[src/rtl/can_bt_pkg.sv]
package can_bt_pkg;

  localparam int BT_BRP_W = 6;
  localparam int BT_SJW_W = 2;
  localparam int BT_SEG_W = 5;

  typedef enum logic [1:0] {
    SEG_SYNC = 2'd0,
    SEG_PH1  = 2'd1,
    SEG_PH2  = 2'd2
  } bt_seg_e;

endpackage

[src/rtl/can_bt_cfg.sv]
module can_bt_cfg #(
  parameter int BRP_W = can_bt_pkg::BT_BRP_W,
  parameter int SJW_W = can_bt_pkg::BT_SJW_W,
  localparam int CFG_W = BRP_W + SJW_W
) (
  input  logic             clk,
  input  logic             rst_n,
  input  logic             cfg_en,
  input  logic             cfg_we,
  input  logic [CFG_W-1:0] cfg_wdata,
  output logic [CFG_W-1:0] cfg_q,
  output logic [BRP_W-1:0] brp,
  output logic [SJW_W:0]   sjw_eff
);

  localparam logic [SJW_W:0] SJW_ONE = 1;

  logic             wr_en;
  logic [CFG_W-1:0] cfg_d;

  // register is locked unless the enable input is held high
  assign wr_en = cfg_en & cfg_we;

  always_comb begin
    cfg_d = cfg_q;
    if (wr_en) cfg_d = cfg_wdata;
  end

  always_ff @(posedge clk or negedge rst_n) begin
    if (!rst_n) cfg_q <= '0;
    else if (wr_en) cfg_q <= cfg_d;
  end

  assign brp     = cfg_q[BRP_W-1:0];
  assign sjw_eff = {1'b0, cfg_q[CFG_W-1:BRP_W]} + SJW_ONE;

endmodule

[src/rtl/can_bt_presc.sv]
module can_bt_presc #(
  parameter int BRP_W = can_bt_pkg::BT_BRP_W,
  localparam int CNT_W = BRP_W + 1
) (
  input  logic             clk,
  input  logic             rst_n,
  input  logic [BRP_W-1:0] brp,
  input  logic             restart,
  output logic             tick
);

  localparam logic [CNT_W-1:0] CNT_ONE = 1;

  logic [CNT_W-1:0] cnt_q, cnt_d, lim;
  logic             wrap;

  // 2*(brp+1) clocks per quantum: count 0 .. 2*brp+1
  assign lim  = {brp, 1'b1};
  assign wrap = (cnt_q >= lim);
  assign tick = wrap & ~restart;

  always_comb begin
    cnt_d = cnt_q + CNT_ONE;
    if (restart || wrap) cnt_d = '0;
  end

  always_ff @(posedge clk or negedge rst_n) begin
    if (!rst_n) cnt_q <= '0;
    else        cnt_q <= cnt_d;
  end

endmodule

[src/rtl/can_bt_rxedge.sv]
module can_bt_rxedge #(
  parameter int SYNC_STG = 2
) (
  input  logic clk,
  input  logic rst_n,
  input  logic rx_in,
  output logic fall
);

  // SYNC_STG synchronizer flops plus one history flop
  logic [SYNC_STG:0] sh_q, sh_d;

  assign sh_d = {sh_q[SYNC_STG-1:0], rx_in};
  assign fall = sh_q[SYNC_STG] & ~sh_q[SYNC_STG-1];

  always_ff @(posedge clk or negedge rst_n) begin
    if (!rst_n) sh_q <= '1;
    else        sh_q <= sh_d;
  end

endmodule

[src/rtl/can_bt_seq.sv]
module can_bt_seq
  import can_bt_pkg::*;
#(
  parameter int SEG_W = can_bt_pkg::BT_SEG_W,
  parameter int SJW_W = can_bt_pkg::BT_SJW_W
) (
  input  logic             clk,
  input  logic             rst_n,
  input  logic             tick,
  input  logic             fall,
  input  logic             bus_idle,
  input  logic [SEG_W-1:0] ph1_len,
  input  logic [SEG_W-1:0] ph2_len,
  input  logic [SJW_W:0]   sjw_eff,
  output bt_seg_e          seg,
  output logic             hsync,
  output logic             sample_pt,
  output logic             bit_end
);

  localparam int CNT_W = SEG_W + 1;
  localparam logic [CNT_W-1:0] Q_ONE = 1;

  bt_seg_e          seg_q, seg_d;
  logic [CNT_W-1:0] qcnt_q, qcnt_d;
  logic [CNT_W-1:0] adj_q, adj_d;
  logic             done_q, done_d;
  logic             upd;

  logic [CNT_W-1:0] ph1_x, ph2_x, sjw_x, qnext;
  logic [CNT_W-1:0] err, adj_new, adj_use, len_eff;
  logic             rsync, seg_last;

  assign ph1_x = {1'b0, ph1_len};
  assign ph2_x = {1'b0, ph2_len};
  assign sjw_x = CNT_W'(sjw_eff);
  assign qnext = qcnt_q + Q_ONE;

  // phase error and the limited correction
  always_comb begin
    hsync = fall & bus_idle;
    rsync = fall & ~bus_idle & ~done_q & (seg_q != SEG_SYNC);
    err   = '0;
    case (seg_q)
      SEG_PH1: err = qnext;
      SEG_PH2: err = (ph2_x > qcnt_q) ? (ph2_x - qcnt_q) : '0;
      default: err = '0;
    endcase
    adj_new = (err < sjw_x) ? err : sjw_x;
    adj_use = rsync ? adj_new : adj_q;
  end

  // effective segment length and end-of-segment decode
  always_comb begin
    case (seg_q)
      SEG_PH1: len_eff = ph1_x + adj_use;
      SEG_PH2: len_eff = (ph2_x > adj_use) ? (ph2_x - adj_use) : '0;
      default: len_eff = Q_ONE;
    endcase
    seg_last  = (qnext >= len_eff);
    sample_pt = tick & ~hsync & (seg_q == SEG_PH1) & seg_last;
    bit_end   = tick & ~hsync & (seg_q == SEG_PH2) & seg_last;
  end

  // next state
  always_comb begin
    seg_d  = seg_q;
    qcnt_d = qcnt_q;
    adj_d  = adj_q;
    done_d = done_q;
    if (hsync) begin
      seg_d  = SEG_SYNC;
      qcnt_d = '0;
      adj_d  = '0;
      done_d = 1'b1;
    end else begin
      if (rsync) begin
        adj_d  = adj_new;
        done_d = 1'b1;
      end
      if (tick) begin
        case (seg_q)
          SEG_SYNC: begin
            seg_d  = SEG_PH1;
            qcnt_d = '0;
            adj_d  = '0;
          end
          SEG_PH1: begin
            if (seg_last) begin
              seg_d  = SEG_PH2;
              qcnt_d = '0;
              adj_d  = '0;
            end else begin
              qcnt_d = qnext;
            end
          end
          SEG_PH2: begin
            if (seg_last) begin
              seg_d  = SEG_SYNC;
              qcnt_d = '0;
              adj_d  = '0;
              done_d = 1'b0;
            end else begin
              qcnt_d = qnext;
            end
          end
          default: begin
            seg_d  = SEG_SYNC;
            qcnt_d = '0;
            adj_d  = '0;
          end
        endcase
      end
    end
  end

  assign upd = hsync | rsync | tick;

  always_ff @(posedge clk or negedge rst_n) begin
    if (!rst_n) begin
      seg_q  <= SEG_SYNC;
      qcnt_q <= '0;
      adj_q  <= '0;
      done_q <= 1'b0;
    end else if (upd) begin
      seg_q  <= seg_d;
      qcnt_q <= qcnt_d;
      adj_q  <= adj_d;
      done_q <= done_d;
    end
  end

  assign seg = seg_q;

endmodule

[src/rtl/can_bit_timer.sv]
module can_bit_timer
  import can_bt_pkg::*;
#(
  parameter int BRP_W    = BT_BRP_W,
  parameter int SJW_W    = BT_SJW_W,
  parameter int SEG_W    = BT_SEG_W,
  parameter int SYNC_STG = 2,
  localparam int CFG_W   = BRP_W + SJW_W
) (
  input  logic             clk,
  input  logic             rst_n,
  input  logic             cfg_en,
  input  logic             cfg_we,
  input  logic [CFG_W-1:0] cfg_wdata,
  output logic [CFG_W-1:0] cfg_rdata,
  input  logic [SEG_W-1:0] ph1_len,
  input  logic [SEG_W-1:0] ph2_len,
  input  logic             rx_in,
  input  logic             bus_idle,
  output logic             tq_tick,
  output logic             sample_pt,
  output logic             bit_end
);

  logic [1:0]       rst_sh_q;
  logic             rst_sync_n;
  logic [BRP_W-1:0] brp;
  logic [SJW_W:0]   sjw_eff;
  logic             fall;
  logic             hsync;
  bt_seg_e          seg;

  // asynchronous assert, synchronous release
  always_ff @(posedge clk or negedge rst_n) begin
    if (!rst_n) rst_sh_q <= 2'b00;
    else        rst_sh_q <= {rst_sh_q[0], 1'b1};
  end
  assign rst_sync_n = rst_sh_q[1];

  can_bt_cfg #(.BRP_W(BRP_W), .SJW_W(SJW_W)) u_cfg (
    .clk(clk), .rst_n(rst_sync_n), .cfg_en(cfg_en), .cfg_we(cfg_we),
    .cfg_wdata(cfg_wdata), .cfg_q(cfg_rdata), .brp(brp), .sjw_eff(sjw_eff)
  );

  can_bt_presc #(.BRP_W(BRP_W)) u_presc (
    .clk(clk), .rst_n(rst_sync_n), .brp(brp), .restart(hsync), .tick(tq_tick)
  );

  can_bt_rxedge #(.SYNC_STG(SYNC_STG)) u_rxedge (
    .clk(clk), .rst_n(rst_sync_n), .rx_in(rx_in), .fall(fall)
  );

  can_bt_seq #(.SEG_W(SEG_W), .SJW_W(SJW_W)) u_seq (
    .clk(clk), .rst_n(rst_sync_n), .tick(tq_tick), .fall(fall),
    .bus_idle(bus_idle), .ph1_len(ph1_len), .ph2_len(ph2_len),
    .sjw_eff(sjw_eff), .seg(seg), .hsync(hsync),
    .sample_pt(sample_pt), .bit_end(bit_end)
  );

endmodule

[config.mk]
export PLATFORM = sky130hd
export DESIGN_NAME = can_bit_timer
export DESIGN_NICKNAME = d
export VERILOG_FILES = /design/src/rtl/can_bt_pkg.sv /design/src/rtl/can_bt_cfg.sv /design/src/rtl/can_bt_presc.sv /design/src/rtl/can_bt_rxedge.sv /design/src/rtl/can_bt_seq.sv /design/src/rtl/can_bit_timer.sv
export SDC_FILE = /design/constraint.sdc
export NUM_CORES = 1
export LEC_CHECK = 0
export BUFFER_PORTS_ARGS = -buffer_cell sky130_fd_sc_hd__buf_2
export CORE_ASPECT_RATIO = 0.9
export CORE_MARGIN = 2
export CORE_UTILIZATION = 45
export DETAILED_ROUTE_END_ITERATION = 8
export PLACE_DENSITY = 0.68
export SYNTH_ARGS = -nofsm -noshare
export SYNTH_HDL_FRONTEND = slang
export SYNTH_SLANG_ARGS = --single-unit
[constraint.sdc]
create_clock -name clk -period 7.9 [get_ports clk]
set_input_delay 0.79 -clock clk [delete_from_list [all_inputs] [get_ports clk]]
set_output_delay 0.79 -clock clk [all_outputs]
set_load 0.05 [all_outputs]
; After elaboration in Yosys (flattened, before gate mapping)
; Index checks and enable logic that the tools add are counted.
[totals]
regBits = 35
latch_bits = 0
ram_bits = 0
romBits = 0
input_bits = 24
out_inout_bits = 11
word_cells = 73
memories = 0
[classes]
n_addsub = 6
multipliers = 0
n_div = 0
order_cmp = 5
n_eq_ne = 4
n_shift = 0
n_mux = 25
bitwise_logic = 18
n_reduce_logical = 7
[op_table]
columns = cell, count
row1 = 6-bit two-way mux, 12
row2 = 6-bit one-hot mux with 2 select lines, 2
row3 = 1-bit AND, 12
row4 = 5-bit by 6-bit > comparator with 1-bit output, 2
row5 = 5-bit by 6-bit subtractor with 6-bit output, 2
row6 = 2-bit two-way mux, 4
row7 = 7-bit by 1-bit adder with 7-bit output (second input constant), 1
row8 = 7-bit >= comparator, 1
row9 = 7-bit two-way mux, 1
row10 = 5-bit by 6-bit adder with 6-bit output, 1
row11 = 6-bit by 1-bit adder with 6-bit output (second input constant), 1
row12 = 6-bit >= comparator, 1
row13 = 6-bit by 3-bit < comparator with 1-bit output, 1
row14 = 3-bit by 1-bit inequality test with 1-bit output (second input constant), 2
row15 = 2-bit one-hot mux with 3 select lines, 1
row16 = 1-bit two-way mux, 5
row17 = 1-bit inverter, 4
row18 = 4-bit AND reduction, 1
row19 = 2-bit nonzero test, 2
row20 = 2-bit by 1-bit adder with 3-bit output (second input constant), 1
row21 = 2-bit by 1-bit equality test with 1-bit output (second input constant), 1
row22 = 2-bit equality test (second input constant), 1
row23 = 2-bit logical NOT, 1
row24 = 1-bit OR, 2
row25 = 3 further kinds, 3

; Longest topological paths before layout
; Gate-level depths: netlist (run 1).
[logic_depth]
word_depth = 14
ltp_mapped = 28
depth_no_buf = 28

; Cells and area by module
; Synthesis (run 1) repeated with hierarchy kept, for this count alone.
[unflattened]
cells_unflattened = 308
area_unflattened_um2 = 2876.5
[modules_own_cells]
columns = module, n_inst, cells_each, area_per_inst_um2, seq_area_each_um2
row1 = can_bt_seq, 1, 227, 1888.1, 375.4
row2 = can_bt_presc, 1, 49, 484.2, 175.2
row3 = can_bt_cfg, 1, 25, 357.8, 200.2
row4 = can_bt_rxedge, 1, 4, 92.6, 78.8
row5 = can_bit_timer, 1, 3, 53.8, 50.0

; Worst setup path after synthesis (run 1)
; Ideal clock, no wire load.
[synth_path]
path_kind = input to output
start = in ph2_len[0]
end = out bit_end
t_arrival_ps = 6025
required_time_ps = 7110
setup_slack_ps = 1085
stages = 25
path_buffers = 0
cell_sequence = inv_1 > ha_1 > inv_1 > fa_1 > a221o_2 > nand3_2 > o2bb2ai_1 > ha_1 > a21o_1 > a221oi_1 > o31ai_1 > nor2_1 > o31ai_1 > ha_1 > fa_1 > nor2b_1 > o21ai_0 > a21boi_0 > o2111ai_2 > a2111oi_0 > a21oi_1 > ha_1 > nand3_1 > o21ai_0 > and3_1
[synth_via]
elab_chain_len = 11
word_cells_on_any_way = 14
cone_classes = add/sub: 3 / order compare: 4 / mux: 6 / bitwise: 1
[synth_rtl]
columns = element, line_no
row1 = start: declaration, can_bit_timer.sv:17  ; input logic [SEG_W-1:0] ph2_len,
row2 = 5-bit by 6-bit subtractor with 6-bit output or 5-bit by 6-bit > comparator with 1-bit output (tied branches), can_bt_seq.sv:46  ; SEG_PH2: err = (ph2_x > qcnt_q) ? (ph2_x - qcnt_q) : '0;
row3 = 6-bit two-way mux, can_bt_seq.sv:46
row4 = 6-bit one-hot mux with 2 select lines, can_bt_seq.sv:44  ; case (seg_q)
row5 = 6-bit by 3-bit < comparator with 1-bit output, can_bt_seq.sv:49  ; adj_new = (err < sjw_x) ? err : sjw_x;
row6 = 6-bit two-way mux, can_bt_seq.sv:49
row7 = 6-bit two-way mux, can_bt_seq.sv:50  ; adj_use = rsync ? adj_new : adj_q;
row8 = 5-bit by 6-bit subtractor with 6-bit output or 5-bit by 6-bit > comparator with 1-bit output (tied branches), can_bt_seq.sv:57  ; SEG_PH2: len_eff = (ph2_x > adj_use) ? (ph2_x - adj_use) : '0;
row9 = 6-bit two-way mux, can_bt_seq.sv:57
row10 = 6-bit one-hot mux with 2 select lines (*), can_bt_seq.sv:55  ; case (seg_q)
row11 = 6-bit >= comparator (*), can_bt_seq.sv:60  ; seg_last = (qnext >= len_eff);
row12 = 1-bit AND (*), can_bt_seq.sv:62  ; bit_end = tick & ~hsync & (seg_q == SEG_PH2) & seg_last;
row13 = end: declaration, can_bit_timer.sv:22  ; output logic bit_end
; Mark *: on every way between the ends. The rest lies on a longest branch, timed or not.

; Worst setup path after layout (run 1)
; Same ends and word-level chain as after synthesis.

==> results of run 1 <==
stage by stage:
step | util | area, sq um | total power, uW
floorplan | - | 2670 | 419
global placement | 0.513 | 2920 | 475
detailed placement | 0.513 | 2920 | 485
CTS | 0.531 | 3020 | 634
global route | 0.531 | 3020 | 680
finish | 0.531 | 3020 | 633
per-layer routing:
layer  up-vias  track usage
met5         -            0
met4         0       0.0524
met3         8       0.0452
met2        24        0.318
met1      1003        0.267
li1       1088            -
worst max-delay path by stage:
stage,slack (ns),endpoint
after global placement,0.67,bit_end
after detailed placement,0.40,bit_end
final,0.61,bit_end
after floorplan,1.09,bit_end
after global routing,0.06,bit_end
after CTS,0.40,bit_end
cell usage after synthesis (all sizes together), types with 2 or more instances:
| master | count | area (sq um) |
|---|---|---|
| nor4 | 2 | 12.5 |
| nand4 | 2 | 12.5 |
| a21boi | 2 | 18.8 |
| nor2b | 2 | 12.5 |
| a31oi | 3 | 18.8 |
| xor2 | 7 | 61.3 |
| dfstp | 3 | 78.8 |
| o21ai | 13 | 65.1 |
| inv | 26 | 97.6 |
| o31ai | 3 | 22.5 |
| a21o | 9 | 68.8 |
| mux2 | 8 | 90.1 |
| xnor2 | 12 | 105 |
| o31a | 2 | 17.5 |
| o2111ai | 3 | 32.5 |
| and2 | 2 | 12.5 |
| o211ai | 4 | 40.0 |
| mux2i | 2 | 20.0 |
| nand2b | 3 | 18.8 |
| nand3 | 16 | 85.1 |
| nand2 | 24 | 90.1 |
| and3 | 11 | 73.8 |
| nor2 | 22 | 82.6 |
| ha | 36 | 450 |
| a21oi | 11 | 55.1 |
| fa | 3 | 60.1 |
| nor3 | 3 | 15.0 |
| dfrtp | 32 | 801 |
| buf | 2 | 12.5 |
area by class of cell:
cell class	count	area (sq um)
Inverter	26	97.6
Multi-Input combinational cell	220	1680
Tap cell	70	87.6
Clock buffer	8	100
Sequential cell	35	880
Timing Repair Buffer	35	178
Fill cell	514	2670
state kept, by name, indices dropped and copies added, names as in the netlist:
register       cells
u_seq.qcnt_q       6
rst_sh_q           2
u_seq.done_q       1
u_seq.adj_q        6
u_presc.cnt_q      7
u_seq.seg          2
u_cfg.cfg_q        8
u_rxedge.sh_q      3
cells by family (layout without fill, tap and decap cells):
family	Yosys count	count (layout)
fa+ha+maj	39	39
buf+inv	29	69
mux	10	10
other cells	1	1
flops	35	35
simple gates	92	92
compound gates	59	59
xor+xnor	19	19
power by group through the flow:
stage | registers, uW | clock network (uW) | logic, uW
final | 234 | 147 | 252
after global routing | 238 | 159 | 283
after CTS | 233 | 151 | 250
after detailed placement | 237 | 0 | 248
after global placement | 236 | 0 | 239
after floorplan | 252 | 0 | 167
worst register-to-register path, cell delays in order (launching register included):
cell	delay (ns)
dfrtp_1	0.53
ha_1	0.22
inv_1	0.05
fa_1	0.42
a221o_2	0.39
nand3_2	0.09
o2bb2ai_1	0.11
ha_1	0.34
a21o_1	0.19
a221oi_1	0.34
o31ai_1	0.22
nor2_1	0.20
o31ai_1	0.12
ha_1	0.24
fa_1	0.41
nor2b_1	0.13
o21ai_0	0.10
a21boi_0	0.31
o2111ai_2	0.21
o31ai_1	0.27
nand2_1	0.09
ha_1	0.30
a21o_1	0.18
a21oi_1	0.17
o21ai_2	0.11
nor4b_2	0.57
a21oi_1	0.16
o21ai_0	0.17
==> impl_metrics.csv, run 1 <==
group,metric,value,unit
clock_tree,ctsHoldBuffers,0,
timing,setup_ws,0.607,ns
worst_setup_path,path_class,"in2out",
worst_setup_path,crit_fanout,6,
synthesis,synthSimpleGateAreaFrac,0.173,
worst_setup_path,cp_common_cell,"ha_1",
die,die_w,85.2,um
worst_setup_path,critPathLaunch,"ph2_len[0]",
worst_setup_path,end_kind,"primary output",
synthesis,ys.flop_type,"dfrtp_1",
timing,tns,0,ns
worst_setup_path,slowest_stage,"fa_1",
cells_and_area,syn2layout_area_growth,13.2,%
worst_setup_path,reg2regPathDepth,27,
synthesis,synth_top_family_by_area,"adder cells",
die,core,5690,sq um
timing,fin_crit,7.29,ns
power_and_ir_drop,p_int,381,uW
detailed_routing,vias,2123,
detailed_routing,routed_via_density,5.39,
clock_tree,cts_buffers,5,
clock_tree,cts_buffer_depth,2,
detailed_routing,wl_met3,149,um
timing,finalMaxSlewViolations,0,
clock_tree,cts.sinks,35,
hold_path,min_path_type,"in2async",
timing,holdWs,0.272,ns
clock_tree,cts_tree,"yes",
worst_setup_path,worst-path-stages,28,
worst_setup_path,cp-start-kind,"input pin",
power_and_ir_drop,powerDensity,209,nW/um^2
power_and_ir_drop,p_leak,0.00151,uW
synthesis,synth_fa_ha_area_frac,0.191,
clock_tree,insertion_delay,0.29,ns
synthesis,synth-edff-count,0,
synthesis,yosysSeqAreaShare,0.329,
worst_setup_path,worstReg2RegStart,"u_seq.qcnt_q[0]$_DFFE_PN0P_",
timing,setup_violations,0,
die,pin_count,35,
power_and_ir_drop,ir_worst_vdd,0.000136,V
timing,rsz0062_at_grt,"false",
synthesis,yosysWarningCount,0,
grt,first_global_vias,2149,
detailed_routing,wl_met1,2960,um
cells_and_area,final_common_cell,"ha_1",
timing,worstMarginPinSlew,1.07,ns
detailed_routing,top_layer,"met4",
worst_setup_path,worst-endpoint-arrival,6.50,ns
synthesis,avgSynthCellArea,9.41,sq um
grt,globalRouteTotalUtil,0.197,
worst_setup_path,r2r-end,"u_seq.qcnt_q[3]$_DFFE_PN0P_",
die,fp.dieH,77.1,um
cells_and_area,final_cell_mix,"ha_1 (36), buf_2 (34), dfrtp_1 (32), inv_1 (26), nand2_1 (24)",
synthesis,muxShareOfSynthArea,0.0412,
timing,fin_skew,0.00314,ns
detailed_routing,drt-initial-drc-count,105,
grt,grt_antenna_before_repair,0,
flow_run,maxCapViolations,0,
placement,hpwl,4750,um
clock_tree,ctsResizeCount,0,
synthesis,synth_seq_cells,35,
placement,post-place-ws,0.400,ns
cells_and_area,drive_gt1_frac,0.207,
clock_tree,cts_htree_levels,2,
cells_and_area,layout.cells.non_filler,394,
detailed_routing,drtAntennaViolNets,0,
power_and_ir_drop,p_switching,252,uW
synthesis,synth_cells,284,
die,dieArea,6570,sq um
worst_setup_path,crit_family,"compound AO/OA/AOI/OAI gates",
die,initial_utilization,0.469,
timing,slew_headroom,0.277,
synthesis,netlist_area,2670,sq um
cells_and_area,final_nets,386,
worst_setup_path,cpPeakStageDelay,0.42,ns
power_and_ir_drop,combPwrFrac,0.398,
clock_tree,clkTransAtPathRegs,0.07,ns
die,num_rows,26,
power_and_ir_drop,pwr-share-seq,0.369,
synthesis,syn-num-nets,347,
worst_setup_path,cp_num_buf_inv,4,
power_and_ir_drop,pwr-share-clk,0.232,
power_and_ir_drop,switching_share,0.398,
detailed_routing,dr.pass1.iters,4,
detailed_routing,routed_wl,6030,um
synthesis,synth-compound-area-share,0.159,
cells_and_area,antenna_cells,0,
grt,grt_pass1_wl,10200,um
worst_setup_path,cp.required,7.11,ns
placement,numPlacedInstances,386,
placement,portBuffers,34,
synthesis,yosysUniqueCellTypes,52,
clock_tree,cts_root_buf,"clkbuf_8",
worst_setup_path,rrSetupSlack,1.19,ns
detailed_routing,detail_route.wl_per_cell,15.3,um
placement,place.gp.congestion,0.845,
synthesis,async_reset_ff_frac,1.00,
timing,timing_hold_violations_final,0,
clock_tree,postCtsSetupBuffers,0,
detailed_routing,met2_length,2820,um
synthesis,synth_xor_area_frac,0.0623,
run_status,status,"complete, no violations",
timing,period_share,0.923,
timing,max_freq,137,MHz
detailed_routing,drcViolationCount,0,
grt,grt.overflow.total,0,
grt,grt_max_degree,34,
(Power assumes the default switching activity.)
==> run 2, diff against run 1 <==
- CORE_MARGIN: 2 -> 3
==> run 2 against run 1 <==
  * Sequential power is essentially flat
  * Worst hold slack gained 0.0024 ns
  * Wire length shrank 2.6%
  * Clock skew grew 0.0074 ns
  * Die area grew 5.0%
  * Via count grew 0.80%
  * Clock power shrank 9.5%
  * First-iteration DRC count shrank 11%
  * Register-to-register slack lost 0.13 ns
  * Critical path depth is the same
  * Combinational power is essentially flat
  * Critical endpoint unchanged
  * Largest cell class unchanged
==> impl_metrics.csv, run 2 (synthesis gave the netlist of run 1 again) <==
group,metric,value,unit
detailed_routing,routed_wl,5870,um
timing,timing_hold_violations_final,0,
clock_tree,cts_htree_levels,2,
placement,place.gp.congestion,0.943,
grt,grt.overflow.total,0,
detailed_routing,drcViolationCount,0,
clock_tree,cts_root_buf,"clkbuf_8",
run_status,status,"complete, no violations",
die,die_w,87.2,um
worst_setup_path,cp.required,7.11,ns
worst_setup_path,cp-start-kind,"input pin",
clock_tree,insertion_delay,0.28,ns
power_and_ir_drop,powerDensity,205,nW/um^2
cells_and_area,largest_reg_flops,8,
cells_and_area,syn2layout_area_growth,12.6,%
timing,finalMaxSlewViolations,0,
detailed_routing,routed_via_density,5.47,
clock_tree,cts_buffer_depth,2,
timing,max_freq,135,MHz
cells_and_area,final_nets,386,
cells_and_area,antenna_cells,0,
hold_path,min_path_type,"reg2async",
worst_setup_path,crit_fanout,6,
die,core,5510,sq um
clock_tree,ctsHoldBuffers,0,
cells_and_area,final_area,3010,sq um
cells_and_area,layout.cells.non_filler,391,
cells_and_area,drive_gt1_frac,0.204,
placement,hpwl,4790,um
timing,setup_violations,0,
detailed_routing,drtAntennaViolNets,0,
detailed_routing,detail_route.wl_per_cell,15.0,um
clock_tree,clkTransAtPathRegs,0.08,ns
timing,fin_crit,7.42,ns
timing,fin_skew,0.0105,ns
power_and_ir_drop,pwr-share-clk,0.217,
power_and_ir_drop,switching_share,0.398,
cells_and_area,final_cell_mix,"ha_1 (36), buf_2 (34), dfrtp_1 (32), inv_1 (26), nand2_1 (24)",
grt,first_global_vias,2063,
power_and_ir_drop,power,616,uW
cells_and_area,reg.largest.list,"u_cfg.cfg_q (8), u_presc.cnt_q (7)",
detailed_routing,drt-initial-drc-count,93,
grt,grt_pass1_wl,9760,um
detailed_routing,vias,2140,
placement,numPlacedInstances,383,
power_and_ir_drop,ir_worst_vdd,0.000152,V
detailed_routing,dr.pass1.iters,4,
grt,globalRouteTotalUtil,0.180,
clock_tree,cts_tree,"yes",
worst_setup_path,worst-endpoint-arrival,6.63,ns
worst_setup_path,path_class,"in2out",
timing,period_share,0.940,
placement,placed_area,2920,sq um
timing,slew_headroom,0.322,
grt,grt_antenna_before_repair,0,
timing,setup_ws,0.476,ns
die,fp.dieH,79.1,um
power_and_ir_drop,p_switching,245,uW
die,pin_count,35,
die,num_rows,25,
cells_and_area,final_common_cell,"ha_1",
power_and_ir_drop,p_leak,0.00150,uW
clock_tree,cts_buffers,5,
placement,portBuffers,34,
timing,tns,0,ns
worst_setup_path,end_kind,"primary output",
flow_run,maxCapViolations,0,
power_and_ir_drop,pwr-share-seq,0.378,
placement,post-place-ws,0.409,ns
die,dieArea,6900,sq um
timing,rsz0062_at_grt,"false",
die,initial_utilization,0.485,
grt,grt_max_degree,34,
power_and_ir_drop,combPwrFrac,0.405,
cells_and_area,largest_register,"u_cfg.cfg_q",
timing,worstMarginPinSlew,1.01,ns
clock_tree,cts.sinks,35,
power_and_ir_drop,p_int,371,uW
## run 2: changes by cell type in the layout (fill, tap and decap cells not counted)
cell,change
clkbuf_8,-1
clkinv_2,+1
a2111oi_0,-1
a2111oi_1,+1
o21ai_2,-1
o21ai_1,+1
## run 2: layout make-up
cell class	count	area, sq um
Fill cell	523	2500
Multi-Input combinational cell	220	1680
Sequential cell	35	880
Timing Repair Buffer	35	178
Inverter	26	97.6
Clock buffer	7	86.3
Tap cell	67	83.8
Clock inverter	1	5.00
## run 2: worst paths after layout
path	endpoint	from	cells past startpoint	slack [ns]
setup / recovery	bit_end	ph2_len[0]	28	0.48
hold / removal	u_cfg.cfg_q[2]$_DFFE_PN0P_	rst_sh_q[1]$_DFF_PN0_	1	0.27
setup reg to reg	u_seq.qcnt_q[3]$_DFFE_PN0P_	u_seq.qcnt_q[0]$_DFFE_PN0P_	27	1.06
hold reg to reg	u_cfg.cfg_q[2]$_DFFE_PN0P_	rst_sh_q[1]$_DFF_PN0_	1	0.27
max in group asynchronous	u_rxedge.sh_q[1]$_DFF_PN1_	rst_sh_q[1]$_DFF_PN0_	1	7.29
min in group clk	rst_sh_q[1]$_DFF_PN0_	rst_sh_q[0]$_DFF_PN0_	0	0.36
## run 2: layer usage
metal / GRT usage / wire length [um]
met3: 0.0332 / 161
met2: 0.291 / 2820
met5: 0 / 0
met4: 0.0567 / 100
met1: 0.245 / 2790
## run 2: power by group through the flow
stage / clock, uW / sequential, uW / combinational [uW]
final: 133 / 233 / 250
after global routing: 145 / 238 / 281
after CTS: 137 / 233 / 249
after detailed placement: 0 / 237 / 248
after global placement: 0 / 236 / 240
after floorplan: 0 / 252 / 167
## run 2: critical path, stage by stage
cell,delay [ns]
buf_2,0.10
inv_1,0.07
ha_1,0.17
inv_1,0.05
fa_1,0.41
a221o_2,0.39
nand3_2,0.10
o2bb2ai_1,0.11
ha_1,0.34
a21o_1,0.19
a221oi_1,0.38
o31ai_1,0.22
nor2_1,0.21
o31ai_1,0.12
ha_1,0.24
fa_1,0.40
nor2b_1,0.12
o21ai_0,0.10
a21boi_0,0.30
o2111ai_2,0.21
o31ai_1,0.30
nand2_1,0.09
ha_1,0.31
a21o_1,0.18
a21oi_1,0.14
o21ai_1,0.14
and3_1,0.23
buf_2,0.21
## run 2: stage by stage
step / hold slack, ns / utilization
2_1_floorplan: 0.331 / -
5_1_grt: 0.273 / 0.547
3_3_place_gp: 0.284 / 0.530
3_5_place_dp: 0.292 / 0.530
6_report: 0.274 / 0.547
4_1_cts: 0.276 / 0.546
## run 2: timing repair
item / 4_1_cts / 5_1_grt
setup endpoints to repair: 0 / 2
setup buffers: 0 / 0
gates resized for setup: 0 / 2
